`src/rtl/nfc_frame_decoder.sv`:
```
module nfc_frame_decoder #(
  parameter int IDX_W = 8
) (
  input  logic             clk,
  input  logic             rst_n,
  input  logic             mode,
  input  logic [1:0]       rate,
  input  logic             role,
  input  logic             start,
  input  logic             signal_in,
  output logic             dataout,
  output logic             bit_strobe,
  output logic             sof_flag,
  output logic             eof_flag,
  output logic             coll_flag,
  output logic [IDX_W-1:0] coll_idx,
  output logic             par_err,
  output logic             byte_done
);

  typedef enum logic [1:0] {S_IDLE, S_HUNT, S_DEC, S_EOF} st_t;
  st_t st;

  logic [1:0]       div;
  logic [2:0]       phase;
  logic [6:0]       sr;
  logic             prev, pend_v, pend_b;
  logic [IDX_W-1:0] bit_cnt;
  logic [3:0]       pos;
  logic             ones;

  function automatic logic half_on(input logic [3:0] h);
    logic [2:0] s;
    s = 3'(h[0]) + 3'(h[1]) + 3'(h[2]) + 3'(h[3]);
    return s >= 3'd2;
  endfunction

  wire shift_en = (rate == 2'b00) ? (div == 2'b00) :
                  (rate == 2'b01) ? !div[0] : 1'b1;
  wire miller   = (rate == 2'b00) && (!role || mode);
  wire [7:0] win = {sr, signal_in};
  wire win_done = shift_en && (phase == 3'd7);
  wire h1 = half_on(win[7:4]);
  wire h2 = half_on(win[3:0]);

  logic dec_bit, dec_end, dec_coll;
  always_comb begin
    dec_bit  = 1'b0;
    dec_end  = 1'b0;
    dec_coll = 1'b0;
    if (miller) begin
      if (h2)        dec_bit = 1'b1;
      else if (h1)   dec_bit = 1'b0;
      else if (prev) dec_bit = 1'b0;
      else           dec_end = 1'b1;
    end else begin
      dec_bit  = h1;
      dec_coll = h1 && h2;
      dec_end  = !h1 && !h2;
    end
  end

  wire emit = win_done && (st == S_DEC) && !dec_end && (!miller || pend_v);
  wire ebit = miller ? pend_b : dec_bit;

  always_ff @(posedge clk or negedge rst_n) begin
    if (!rst_n) begin
      st <= S_IDLE; div <= '0; phase <= '0; sr <= '0;
      prev <= 1'b0; pend_v <= 1'b0; pend_b <= 1'b0;
      bit_cnt <= '0; pos <= '0; ones <= 1'b0;
      dataout <= 1'b0; bit_strobe <= 1'b0; sof_flag <= 1'b0; eof_flag <= 1'b0;
      coll_flag <= 1'b0; coll_idx <= '0; par_err <= 1'b0; byte_done <= 1'b0;
    end else begin
      div        <= div + 2'd1;
      sof_flag   <= 1'b0;
      eof_flag   <= 1'b0;
      bit_strobe <= 1'b0;
      byte_done  <= 1'b0;
      if (shift_en) sr <= win[6:0];
      case (st)
        S_IDLE: begin
          phase <= '0;
          if (start) begin
            st <= S_HUNT;
            coll_flag <= 1'b0; coll_idx <= '0; par_err <= 1'b0; dataout <= 1'b0;
          end
        end
        S_HUNT: begin
          if (shift_en && (phase != 3'd0 || signal_in)) phase <= phase + 3'd1;
          if (win_done && h1 && !h2) begin
            st <= S_DEC; sof_flag <= 1'b1;
            prev <= 1'b0; pend_v <= 1'b0; bit_cnt <= '0; pos <= '0; ones <= 1'b0;
          end
        end
        S_DEC: begin
          if (shift_en) phase <= phase + 3'd1;
          if (win_done) begin
            if (dec_end) begin
              st <= S_EOF; eof_flag <= 1'b1;
              if (bit_cnt == IDX_W'(7)) byte_done <= 1'b1;
            end else begin
              prev <= dec_bit; pend_v <= 1'b1; pend_b <= dec_bit;
              if (dec_coll && !coll_flag) begin
                coll_flag <= 1'b1; coll_idx <= bit_cnt;
              end
            end
          end
          if (emit) begin
            dataout <= ebit; bit_strobe <= 1'b1;
            if (bit_cnt != {IDX_W{1'b1}}) bit_cnt <= bit_cnt + 1'b1;
            if (pos == 4'd8) begin
              pos <= '0; ones <= 1'b0; byte_done <= 1'b1;
              if (ones == ebit) par_err <= 1'b1;
            end else begin
              pos <= pos + 4'd1; ones <= ones ^ ebit;
            end
          end
        end
        default: begin
          st <= S_IDLE; phase <= '0;
        end
      endcase
    end
  end

  assert_sof_pulse_R1: assert property (@(posedge clk) disable iff (!rst_n)
    sof_flag |=> !sof_flag);
  assert_strobe_gap_R7: assert property (@(posedge clk) disable iff (!rst_n)
    bit_strobe |=> !bit_strobe);
  assert_eof_quiet_R11: assert property (@(posedge clk) disable iff (!rst_n)
    eof_flag |=> (!eof_flag && !bit_strobe && !sof_flag));
  assert_bd_aligned_R9: assert property (@(posedge clk) disable iff (!rst_n)
    byte_done |-> (bit_strobe || eof_flag));
  assert_coll_hold_R10: assert property (@(posedge clk) disable iff (!rst_n)
    (coll_flag && !(st == S_IDLE && start)) |=> (coll_flag && $stable(coll_idx)));
  assert_coll_manch_R4: assert property (@(posedge clk) disable iff (!rst_n)
    $rose(coll_flag) |-> !$past(miller));
  assert_par_sticky_R8: assert property (@(posedge clk) disable iff (!rst_n)
    (par_err && !(st == S_IDLE && start)) |=> par_err);

endmodule

```
`config.mk`:
```
export PLATFORM = sky130hd
export DESIGN_NAME = nfc_frame_decoder
export DESIGN_NICKNAME = d
export VERILOG_FILES = /design/src/rtl/nfc_frame_decoder.sv
export SDC_FILE = /design/constraint.sdc
export NUM_CORES = 1
export LEC_CHECK = 0
export BUFFER_PORTS_ARGS = -buffer_cell sky130_fd_sc_hd__buf_2
export CAP_MARGIN = 10
export CORE_MARGIN = 1
export CORE_UTILIZATION = 50
export DETAILED_ROUTE_END_ITERATION = 6
export PLACE_DENSITY = 0.7
export SETUP_SLACK_MARGIN = 0.15
export SYNTH_ARGS = -nofsm -noshare
export SYNTH_HDL_FRONTEND = slang
export SYNTH_SLANG_ARGS = --single-unit
```
`constraint.sdc`:
```
create_clock -name clk -period 2.6 [get_ports clk]
set_clock_uncertainty 0.05 [all_clocks]
set_input_delay 0.39 -clock clk [delete_from_list [all_inputs] [get_ports clk]]
set_output_delay 0.39 -clock clk [all_outputs]
set_load 0.1 [all_outputs]
```
==> flow_summary.json <==
{
  "drt_iter0_markers": 127,
  "clock-sinks": 45,
  "critPathTopFamily": "compound AO/OA/AOI/OAI gates",
  "period_needed_ns": 2.470,
  "insertion_delay_ns": 0.29,
  "viasPerCell": 5.964,
  "critical_path.cell_chain": "fa_1 -> a21o_1 -> nand2_2 -> o31a_1 -> buf_4 -> a211o_1 -> mux2_4",
  "final_util_pct": 60.58,
  "grt_pass1_wl_um": 9232,
  "cp.arrival_ns": 2.61,
  "clk_pin_slew_ns": 0.08,
  "yosys_warnings": 0,
  "path_depth": 7,
  "drv_cap": 0,
  "syn_area_um2": 2447,
  "initial_core_util_pct": 51.81,
  "crit_required_ns": 2.74,
  "wl_um": 5460,
  "route.detailed.drc": 0,
  "synthArstFlopShare_pct": 100.0,
  "outcome": "finished, final reports clean",
  "worst_hold_path_type": "in2async",
  "synthMuxAreaShare_pct": 6.646,
  "worstSetupEndpoint": "bit_cnt[0]",
  "finalPower_w": 0.002251,
  "top_usage_layer": "met2",
  "worst_slew_pin_slew_ns": 0.5525,
  "ys_types": 57,
  "grt_overflow": 0,
  "finalInstanceArea_um2": 2861,
  "grt_max_degree": 25,
  "worstSetupPathType": "reg2reg",
  "max_freq_mhz": 404.9,
  "syn_avg_cell_area_um2": 10.50,
  "cp_slowest_stage_delay_ns": 0.59,
  "rsz0062_at_grt": "true",
  "io_pins": 23,
  "vias": 2004,
  "met1_usage_pct": 32.66,
  "endpoint_kind": "flop",
  "ir_worst_vdd_mv": 0.6300,
  "wl_per_cell_um": 16.25,
  "reg2reg_depth": 7,
  "cts_tree": "done",
  "fin_ws_ns": 0.1300,
  "first_global_vias": 1888,
  "crit_fanout": 7,
  "rows": 25,
  "yosysSeqAreaShare_pct": 46.01,
  "fin_nets": 288,
  "synth_compound_area_share_pct": 19.84,
  "regToRegSetupSlack_ns": 0.13,
  "htreeDepth": 2,
  "crit_start": "sr[4]",
  "p_leak_nw": 1.384,
  "synth_top_family_by_area": "compound AO/OA/AOI/OAI gates",
  "die_h_um": 71.96,
  "synth-adder-area-share_pct": 6.748,
  "numCtsBuffers": 5,
  "post-dp-hpwl_um": 3805,
  "holdBufCountCts": 0,
  "clockBufferDepth": 2,
  "antenna_found_initial": 0,
  "dp_slack_ns": -0.005837,
  "reg2reg_to": "bit_cnt[0]",
  "period_share_pct": 95.00,
  "area_growth_pct": 16.92,
  "place_congestion": 0.8579,
  "cp-start-kind": "flop",
  "synth_seq_cells": 45,
  "root_buffer": "clkbuf_8",
  "core-area_um2": 4723,
  "slew-limit-headroom_pct": 62.59,
  "place_area_um2": 2673,
  "grt_usage_pct": 22.90,
  "ant_nets": 0,
  "synth_xor_area_share_pct": 0,
  "die_area_um2": 5178,
  "synthSimpleGateAreaFrac_pct": 16.36,
  "die_x_um": 71.96,
  "worst-path-buf-inv": 1,
  "drv_slew": 0,
  "synth_ff_type": "dfrtp_1",
  "synth_edf_count": 0,
  "cpMaxStageDelayCell": "fa_1",
  "cellPowerDensity_nw_per_um2": 786.5,
  "finalSetupViolCount": 0,
  "gr-usage-met2_pct": 35.22,
  "r2r_start": "sr[4]",
  "n_antenna_cell": 0,
  "io_buffers": 22,
  "syn_nets": 253,
  "first_pass_iters": 4,
  "synth_cells": 233,
  "finalHoldViolCount": 0,
  "grt_use_met3_pct": 4.722,
  "drive_above_1_share_pct": 26.77,
  "fin_setup_tns_ns": 0
}
[cells in the final DEF (no fill, tap or decap), types with 4 or more instances in the layout]
master	instances
ha_1	10
clkbuf_8	5
a21o_1	4
buf_2	22
inv_1	16
nor4_1	5
a22o_1	10
o21ai_0	7
mux2i_1	5
nor3_1	7
a211o_1	4
nand3_1	7
dfrtp_1	45
nand2_1	16
a21oi_1	7
mux2_2	8
nor2_1	12
buf_4	13
[cell type report]
class / instances / area, µm²
clock buffer: 6 / 72.57
clock inverter: 2 / 10.01
fill: 412 / 1862
inverter: 17 / 66.31
multi-input combinational: 162 / 1272
sequential: 45 / 1126
tap: 67 / 83.83
timing repair buffer: 37 / 230.2
[Yosys cell counts (all sizes together) (5+ instances only)]
library cell	instances	area (µm²)
dfrtp	45	1126
inv	17	63.81
nand2	17	63.81
nor2	14	55.06
a22o	10	87.58
ha	10	125.1
mux2	10	112.6
a21oi	8	40.04
nand3	8	45.04
nor3	8	45.04
o21ai	8	40.03
clkbuf	7	27.52
nor4	6	37.54
mux2i	5	50.05
[worst reg2reg max path: stages (launching register included)]
cell,delay (ns)
dfrtp_1,0.43
fa_1,0.59
a21o_1,0.20
nand2_2,0.09
o31a_1,0.34
buf_4,0.17
a211o_1,0.24
mux2_4,0.26
[repair_timing]
item | 4_1_cts | 5_1_grt
pin swaps | 4 | 17
gates resized for setup | 2 | 13
hold endpoints to repair | 0 | 0
endpoints found under the setup margin | 10 | 22
setup buffers | 2 | 3
[cells by family after synthesis]
logic type	count (synthesis)
simple gates	75
compound gates	60
flops	45
buf+inv	26
mux	15
fa+ha+maj	12
[how the worst min path moves through the flow]
| stage | to | start | cells past startpoint | slack [ns] |
|---|---|---|---|---|
| 6_report | sr[4] | rst_n | 1 | 0.005 |
| 5_1_grt | sr[3] | rst_n | 1 | 0.05 |
| 4_1_cts | bit_cnt[0] | rst_n | 1 | 0.02 |
| 3_5_place_dp | sr[4] | rst_n | 1 | 0.34 |
| 3_3_place_gp | sr[4] | rst_n | 1 | 0.34 |
| 2_1_floorplan | bit_cnt[0] | rst_n | 0 | 0.04 |
[sequential cells by signal, summed over array words and instances (netlist names), 2 cells and up]
name / flops
bit_cnt: 8
coll_idx: 8
div: 2
st: 2
pos: 4
sr: 7
phase: 3
[report_power, final]
group          internal, W  switching, W  leakage, nW
combinational     0.000390      0.000586        0.748
clock             0.000186      0.000228       0.0450
sequential        0.000786     0.0000733        0.591
total              0.00136      0.000888         1.38
[per-layer routing]
layer | up-vias | wire, µm
li1 | 937 | -
met1 | 978 | 2525
met2 | 80 | 2524
met3 | 9 | 325
met4 | 0 | 85
met5 | - | 0
[metrics by stage]
stage          instances  hold slack [ns]
3_5_place_dp         323           0.3399
6_report             336         0.005492
3_3_place_gp         323           0.3409
2_1_floorplan        233          0.04441
4_1_cts              333          0.01765
5_1_grt              336          0.05096
(Power assumes the default switching activity.)
